===== config.mk =====
export PLATFORM = sky130hd
export DESIGN_NAME = irq_prio_ctl
export DESIGN_NICKNAME = d
export VERILOG_FILES = /design/src/rtl/irq_prio_pkg.sv /design/src/rtl/irq_edge_cap.sv /design/src/rtl/irq_arbiter.sv /design/src/rtl/irq_prio_ctl.sv
export SDC_FILE = /design/constraint.sdc
export NUM_CORES = 1
export LEC_CHECK = 0
export BUFFER_PORTS_ARGS = -buffer_cell sky130_fd_sc_hd__buf_2
export CORE_MARGIN = 2
export CORE_UTILIZATION = 37
export CTS_CLUSTER_DIAMETER = 30
export DETAILED_ROUTE_END_ITERATION = 10
export PLACE_DENSITY = 0.77
export SLEW_MARGIN = 15
export SYNTH_ARGS = -nofsm -noshare
export SYNTH_HDL_FRONTEND = slang
export SYNTH_SLANG_ARGS = --single-unit

===== constraint.sdc =====
create_clock -name clk -period 1 [get_ports clk]
set_input_delay 0.1 -clock clk [delete_from_list [all_inputs] [get_ports clk]]
set_output_delay 0.1 -clock clk [all_outputs]
set_load 0.02 [all_outputs]

===== src/rtl/irq_prio_pkg.sv =====
package irq_prio_pkg;

   localparam int NUM_SRC  = 5;
   localparam int NUM_VEC  = 4;
   localparam int IDX_TRAP = 0;
   localparam int IDX_EDGE = 1;
   localparam int IDX_HI   = 2;
   localparam int IDX_LO   = 3;
   localparam int IDX_EXT  = 4;

   localparam int CB_MASK_LO = 0;
   localparam int CB_MASK_EN = 3;
   localparam int CB_CLR_LAT = 4;
   localparam int CB_SO_EN   = 6;
   localparam int CB_SO_DAT  = 7;

   // Entry addresses are on an 8-byte grid; half-slot * 4 gives the byte address.
   function automatic int half_slot(int idx);
      case (idx)
         IDX_TRAP: return 9;
         IDX_EDGE: return 15;
         IDX_HI:   return 13;
         IDX_LO:   return 11;
         default:  return 0;
      endcase
   endfunction

endpackage


===== src/rtl/irq_edge_cap.sv =====
module irq_edge_cap #(
   parameter bit SET_WINS = 1'b1
) (
   input  logic clk,
   input  logic rst_n,
   input  logic lvl_i,
   input  logic clr_i,
   output logic flag_o
);

   logic prev_q;
   logic flag_q;
   logic rise;

   assign rise   = lvl_i & ~prev_q;
   assign flag_o = flag_q;

   always_ff @(posedge clk) begin
      if (!rst_n) prev_q <= 1'b0;
      else        prev_q <= lvl_i;
   end

   generate
      if (SET_WINS) begin : g_set_wins
         always_ff @(posedge clk) begin
            if (!rst_n)     flag_q <= 1'b0;
            else if (rise)  flag_q <= 1'b1;
            else if (clr_i) flag_q <= 1'b0;
         end
      end else begin : g_clr_wins
         always_ff @(posedge clk) begin
            if (!rst_n)     flag_q <= 1'b0;
            else if (clr_i) flag_q <= 1'b0;
            else if (rise)  flag_q <= 1'b1;
         end
      end
   endgenerate

   AST_LATCH_HOLD: assert property (@(posedge clk) disable iff (!rst_n)
      (flag_q && !clr_i) |=> flag_q);

endmodule


===== src/rtl/irq_arbiter.sv =====
module irq_arbiter #(
   parameter int N = 5
) (
   input  logic         clk,
   input  logic         rst_n,
   input  logic [N-1:0] req_i,
   output logic [N-1:0] win_o,
   output logic         any_o
);

   logic [N:0] blocked;

   assign blocked[0] = 1'b0;

   generate
      for (genvar i = 0; i < N; i++) begin : g_chain
         assign win_o[i]     = req_i[i] & ~blocked[i];
         assign blocked[i+1] = blocked[i] | req_i[i];
      end
   endgenerate

   assign any_o = blocked[N];

   AST_ONE_WINNER: assert property (@(posedge clk) disable iff (!rst_n)
      $onehot0(win_o));

   AST_ANY_HAS_WINNER: assert property (@(posedge clk) disable iff (!rst_n)
      any_o |-> (win_o != '0));

endmodule


===== src/rtl/irq_prio_ctl.sv =====
module irq_prio_ctl #(
   parameter int ADDR_W        = 16,
   parameter bit EDGE_SET_WINS = 1'b1
) (
   input  logic              clk,
   input  logic              rst_n,
   input  logic              trap_i,
   input  logic              rq_edge_i,
   input  logic              rq_hi_i,
   input  logic              rq_lo_i,
   input  logic              ext_rq_i,
   input  logic              en_cmd_i,
   input  logic              dis_cmd_i,
   input  logic              set_we_i,
   input  logic [7:0]        set_data_i,
   output logic [7:0]        rd_data_o,
   input  logic              sin_i,
   output logic              sout_o,
   input  logic              ack_i,
   output logic              irq_o,
   output logic [ADDR_W-1:0] vec_o,
   output logic              vec_ext_o
);
   import irq_prio_pkg::*;

   localparam int MASK_W = 3;
   localparam logic [ADDR_W-1:0] TRAP_ADDR = ADDR_W'(half_slot(IDX_TRAP) * 4);

   generate
      if (ADDR_W < 6) begin : g_bad_addr_w
         $error("irq_prio_ctl: ADDR_W too small for vector grid");
      end
   endgenerate

   logic              ie_q;
   logic [MASK_W-1:0] mask_q;
   logic              sout_q;
   logic              sin_q;
   logic              lat_edge;
   logic              trap_arm;
   logic              trap_pend;
   logic              take;
   logic              clr_edge;
   logic              clr_trap;
   logic [NUM_SRC-1:0] req;
   logic [NUM_SRC-1:0] win;
   logic              any_req;
   logic [ADDR_W-1:0] vec_d;
   logic              unused_bits;

   assign unused_bits = set_data_i[5];

   assign take     = ack_i & any_req;
   assign clr_edge = (set_we_i & set_data_i[CB_CLR_LAT]) | (take & win[IDX_EDGE]);
   assign clr_trap = take & win[IDX_TRAP];

   irq_edge_cap #(.SET_WINS(EDGE_SET_WINS)) u_edge (
      .clk(clk), .rst_n(rst_n), .lvl_i(rq_edge_i), .clr_i(clr_edge), .flag_o(lat_edge));

   irq_edge_cap #(.SET_WINS(1'b1)) u_trap (
      .clk(clk), .rst_n(rst_n), .lvl_i(trap_i), .clr_i(clr_trap), .flag_o(trap_arm));

   assign trap_pend = trap_arm & trap_i;

   assign req[IDX_TRAP] = trap_pend;
   assign req[IDX_EDGE] = lat_edge & ~mask_q[2] & ie_q;
   assign req[IDX_HI]   = rq_hi_i  & ~mask_q[1] & ie_q;
   assign req[IDX_LO]   = rq_lo_i  & ~mask_q[0] & ie_q;
   assign req[IDX_EXT]  = ext_rq_i & ie_q;

   irq_arbiter #(.N(NUM_SRC)) u_arb (
      .clk(clk), .rst_n(rst_n), .req_i(req), .win_o(win), .any_o(any_req));

   always_comb begin
      vec_d = '0;
      for (int i = 0; i < NUM_VEC; i++) begin
         if (win[i]) vec_d = vec_d | ADDR_W'(half_slot(i) * 4);
      end
   end

   always_ff @(posedge clk) begin
      if (!rst_n) begin
         ie_q   <= 1'b0;
         mask_q <= '1;
         sout_q <= 1'b0;
         sin_q  <= 1'b0;
      end else begin
         sin_q <= sin_i;
         if (take || dis_cmd_i) ie_q <= 1'b0;
         else if (en_cmd_i)     ie_q <= 1'b1;
         if (set_we_i && set_data_i[CB_MASK_EN])
            mask_q <= set_data_i[CB_MASK_LO +: MASK_W];
         if (set_we_i && set_data_i[CB_SO_EN])
            sout_q <= set_data_i[CB_SO_DAT];
      end
   end

   assign irq_o     = any_req;
   assign vec_o     = vec_d;
   assign vec_ext_o = win[IDX_EXT];
   assign sout_o    = sout_q;
   assign rd_data_o = {sin_q, lat_edge, rq_hi_i, rq_lo_i, ie_q, mask_q};

   AST_TRAP_UNGATED: assert property (@(posedge clk) disable iff (!rst_n)
      trap_pend |-> (irq_o && vec_o == TRAP_ADDR));

   AST_GATED_WHEN_OFF: assert property (@(posedge clk) disable iff (!rst_n)
      (!ie_q && !trap_pend) |-> !irq_o);

   AST_ACK_DISABLES: assert property (@(posedge clk) disable iff (!rst_n)
      (ack_i && irq_o) |=> !ie_q);

   AST_MASK_KEEP: assert property (@(posedge clk) disable iff (!rst_n)
      (set_we_i && !set_data_i[CB_MASK_EN]) |=> $stable(mask_q));

   AST_EXT_NO_ADDR: assert property (@(posedge clk) disable iff (!rst_n)
      vec_ext_o |-> (vec_o == '0));

endmodule


======== After elaboration in Yosys (flattened, before gate mapping) ========
Index checks and enable logic that the tools add are counted.
word-level totals
  input bits .............................. 20
  bits in registers ....................... 10
  word-level logic and storage cells ...... 61
  output and inout port bits .............. 27
operators by class
  reductions and logical operators ........ 6
  bitwise gates (word level) .............. 36
  muxes and demuxes ....................... 11
operators by type and width
  cell                                   number
  16-bit 2-to-1 mux                      3
  14-bit 2-to-1 mux                      3
  16-bit OR                              2
  1-bit AND                              18
  6-bit by 16-bit OR with 16-bit output  1
  1-bit NOT                              10
  6-bit 2-to-1 mux                       1
  1-bit OR                               5
  1-bit 2-to-1 mux                       4
  2-bit nonzero test                     2
  1-bit logical AND                      2
  2-bit OR reduction                     1
  1-bit logical OR                       1

======== Logic depth before layout (Yosys ltp) ========
  depth in word-level cells ............... 12
  depth in mapped cells ................... 4
  depth with buffers taken out ............ 4

======== Cells and area by module ========
From an unflattened synthesis, not the netlist that was laid out.
second synthesis, totals
  cells, all modules ...................... 71
  area, all modules ....................... 624.3 sq um
by module, submodules not included
  module        cells each  seq. area each (sq um)  area an instance (sq um)  instances
  irq_prio_ctl  52          120.1                   429.2                     1
  irq_edge_cap  6           40.0                    70.1                      2
  irq_arbiter   7           0.0                     55.1                      1

======== Worst setup path before layout ========
Ideal clock, no wire load.
  kind .................................... register to output
  from .................................... reg mask_q[2]
  to ...................................... out vec_ext_o
  slack ................................... -457 ps
  data required time ...................... 900 ps
  stages on the path, launching flop included .. 5
  data arrival time ....................... 1357 ps
  buffers on the path ..................... 0
  cell sequence ........................... dfxtp_1 > nor2b_4 > o21ai_4 > nand3_1 > nor2_1
on the way
  cells in the longest elaborated chain, start to end .. 8
RTL lines
  element                 line                text
  from (decl)             irq_prio_ctl.sv:36  logic [MASK_W-1:0] mask_q;
  from (signal assigned)  irq_prio_ctl.sv:92  mask_q <= set_data_i[CB_MASK_LO +: MASK_W];
  1-bit NOT               irq_prio_ctl.sv:66  assign req[IDX_EDGE] = lat_edge & ~mask_q[2] & ie_q;
  1-bit AND (2 in a row)  irq_prio_ctl.sv:66
  1-bit OR (3 in a row)   irq_arbiter.sv:18   assign blocked[i+1] = blocked[i] | req_i[i];
  1-bit NOT               irq_arbiter.sv:17   assign win_o[i] = req_i[i] & ~blocked[i];
  1-bit AND               irq_arbiter.sv:17
  to (decl)               irq_prio_ctl.sv:22  output logic vec_ext_o
No other way between the ends.

======== Worst setup path after layout ========
  from .................................... reg u_edge.flag_q, in the netlist u_edge.flag_o
  to ...................................... out vec_o[3]
on the way
  cells in the longest elaborated chain, start to end .. 8
  elaborated cells between the ends (all ways) .. 14
  classes of those cells .................. 3 x mux; 11 x bitwise
RTL lines
  element                                                line                                   text
  from (decl)                                            irq_edge_cap.sv:12                     logic flag_q;
  from (signal assigned)                                 irq_edge_cap.sv:26                     if (!rst_n) flag_q <= 1'b0;
  from (signal assigned)                                 irq_edge_cap.sv:27                     else if (rise) flag_q <= 1'b1;
  from (signal assigned)                                 irq_edge_cap.sv:28                     else if (clr_i) flag_q <= 1'b0;
  1-bit AND (*) (2 in a row)                             irq_prio_ctl.sv:66
  1-bit AND / 1-bit OR (equally long branches)           irq_arbiter.sv:17, irq_arbiter.sv:18
  16-bit 2-to-1 mux / 1-bit NOT (equally long branches)  irq_prio_ctl.sv:77, irq_arbiter.sv:17
  16-bit OR / 1-bit AND (equally long branches)          irq_prio_ctl.sv:77, irq_arbiter.sv:17
  16-bit 2-to-1 mux                                      irq_prio_ctl.sv:77                     if (win[i]) vec_d = vec_d | ADDR_W'(half_slot(i) * 4);
  16-bit OR                                              irq_prio_ctl.sv:77
  16-bit 2-to-1 mux (*)                                  irq_prio_ctl.sv:77
  to (decl)                                              irq_prio_ctl.sv:21                     output logic [ADDR_W-1:0] vec_o,
Every way passes the cells marked *; elsewhere a longest branch is shown, timed or not.

==> impl_metrics.toml <==
[sta]
setup-tns-final_ns = -2.04
finalClockSkew_ns = 0.00131
fin_crit_sh_pct = 136
rsz0062_at_grt = "true"
slew_violations = 0
finalHoldViolCount = 0
min_period_ns = 1.36
max_freq_mhz = 733
setup_ws_ns = -0.364
finalSetupViolCount = 8

[yosys]
ys_ff_latch = 10
netlist_area_um2 = 583
synth_top_area_cell = "dfxtp_1"
synth_cells = 73
ys_seq_area_share_pct = 34.3
yosysTopAreaCellShare_pct = 34.3
syn_avg_cell_area_um2 = 7.99
yosysWarningCount = 0
netlist-cell-type-count = 20
synthTopCellsByArea = "dfxtp_1 (34%), buf_4 (23%), nand2_1 (8.4%)"

[cells_and_area]
diodes = 0
stdcell_area_um2 = 881
post-route-util_pct = 59.2
syn_to_final_growth_pct = 51.1
layout.cells.non_filler = 126
nets = 131
drive_above_1_share_pct = 54.5

[routing]
via_count = 568
routed_wl_mm = 1.29
wl_per_cell_um = 10.2
vias_per_cell = 4.51
first_pass_iters = 4
drt-initial-drc-count = 5
postRouteAntennaNets = 0
drc = 0

[outcome]
violations = "negative setup slack"
outcome = "complete, but fails checks"

[placement]
port-buffer-count = 33
place_congestion = 0.794
detailed_place_hpwl_um = 976
dpl_cell_area_um2 = 763
placed_cells = 120

[cts]
clockRootBuffer = "clkbuf_4"
clockBufferDepth = 2
cts.sinks = 10
cts_max_level = 1
tritoncts = "done"
numCtsBuffers = 3
clkSlewWorstSetupHoldPaths_ns = 0.07
insertion_delay_ns = 0.26

[floorplanning]
ios = 47
dieArea_mm2 = 0.00191
die-width_um = 43.7
start_util_pct = 39.2
die_h_um = 43.7
rows = 14
fp.coreArea_mm2 = 0.00149

[pwr]
power_w = 0.00110
peakVddDrop_uv = 746
pwr_density_cell_mw_per_mm2 = 1250
p_leak_nw = 0.451

[setup_path]
cp.arrival_ns = 1.26
cp.required_ns = 0.90
cp-start-kind = "register"
crit_family = "compound AO/OA/AOI/OAI gates"
crit_chain = "nor2b_4 -> o21ai_4 -> a31oi_1 -> nor2_2 -> buf_4"
crit_slowest_cell = "dfxtp_1"
endpoint_kind = "output pin"
worst-path-buf-inv = 1
setup.worst_path.class = "reg2out"
crit_fanout = 4
slowest_delay_ns = 0.31

[global_route]
antenna_found_initial = 0
grt_usage_pct = 13.8
grt_pass1_vias = 466
grt_max_degree = 11
grt_pass1_wl_mm = 1.94
gr-total-overflow = 0

[flow_run]
cap_violations = 0

[worst_hold_path]
hold_class = "in2reg"
## stage by stage
step                      hold slack, ns  worst slack, ns
final                             0.0457           -0.364
after global routing              0.0379           -0.432
after CTS                         0.0387           -0.373
after detailed placement           0.321           -0.109
after global placement             0.305          -0.0894
after floorplan                    0.184          -0.0714
## power breakdown
| group | internal (W) | leakage (nW) | switching, W |
|---|---|---|---|
| Sequential | 0.000423 | 0.0831 | 0.0000175 |
| Clock | 0.000221 | 0.0210 | 0.000140 |
| Combinational | 0.000131 | 0.347 | 0.000171 |
| Total | 0.000774 | 0.451 | 0.000328 |
## cell usage after synthesis
master,n
inv_1,3
a31oi_1,1
o211ai_1,1
nor2_1,2
a21oi_1,2
clkbuf_1,1
dfxtp_1,10
a21boi_0,1
nand3_1,9
and2_1,2
a21oi_2,1
o2111ai_1,1
o21ai_0,1
nor2b_1,3
nand2_1,13
o21ai_4,1
nand4_2,1
nor2b_4,1
buf_4,18
conb_1,1
## worst reg2reg max path: cells and delay by family (launching register included)
kind | cells | cell delay, ns
AO/OA/AOI/OAI | 2 | 0.31
buffers and inverters | 1 | 0.14
flip-flops | 1 | 0.31
AND/OR/NAND/NOR | 2 | 0.27
## flip-flops by register name, summed over array words and instances (netlist names)
name and cells:
mask_q 3, u_edge.prev_q 1, ie_q 1, u_edge.flag_o 1, u_trap.prev_q 1, sout_o 1, u_trap.flag_o 1, sin_q 1
## per-layer routing
metal	vias to the layer above	track usage, %	routed length [um]
li1	285	-	-
met1	250	15.3	500
met2	31	23.8	654
met3	2	2.50	112
met4	0	9.09	19
met5	-	0	0
## final timing paths
kind,startpoint,end,slack (ns),depth (start not counted)
worst max-delay path,u_edge.flag_o,vec_o[3],-0.36,5
worst min-delay path,ack_i,ie_q,0.05,2
worst max register to register,u_edge.flag_o,ie_q,-0.09,5
worst min register to register,u_edge.prev_q,u_edge.flag_o,0.41,1
## what timing repair did
action	4_1_cts	5_1_grt
endpoints found under the hold margin	0	0
gates resized for setup	10	11
hold buffers	0	0
setup endpoints to repair	9	9
buffers inserted	1	1
pin swaps	0	1
## placed cells by master (no fill, tap or decap)
cell / count
buf_2: 25
nand2_1: 13
conb_1: 12
buf_6: 8
buf_4: 8
nand3_1: 7
dfxtp_1: 6
inv_1: 3
clkbuf_4: 3
nor2b_4: 2
a21oi_2: 2
and2_1: 2
nor2b_1: 2
dfxtp_2: 2
dfxtp_4: 2
o21ai_4: 1
nand3_2: 1
nand3_4: 1
nand4_4: 1
nor2_4: 1
a31oi_1: 1
nor2_2: 1
o211ai_1: 1
a21boi_0: 1
o2111ai_2: 1
o21ai_1: 1
a21oi_1: 1
clkbuf_8: 1
## cell type report
| cell class | instances | area, um^2 |
|---|---|---|
| Sequential cell | 10 | 210 |
| Fill cell | 141 | 608 |
| Timing Repair Buffer | 41 | 275 |
| Inverter | 3 | 11.3 |
| Tap cell | 16 | 20.0 |
| Multi-Input combinational cell | 52 | 328 |
| Clock buffer | 4 | 36.3 |
## logic make-up (layout without fill, tap and decap cells)
logic type / after synthesis / after routing / synth area share (%)
other: 1 / 12 / 0.643
AND/OR/NAND/NOR: 31 / 31 / 27.3
flip-flops: 10 / 10 / 34.3
buffers and inverters: 22 / 48 / 25.8
AO/OA/AOI/OAI: 9 / 9 / 12.0
Note: power is estimated with default switching activity, not from simulation.
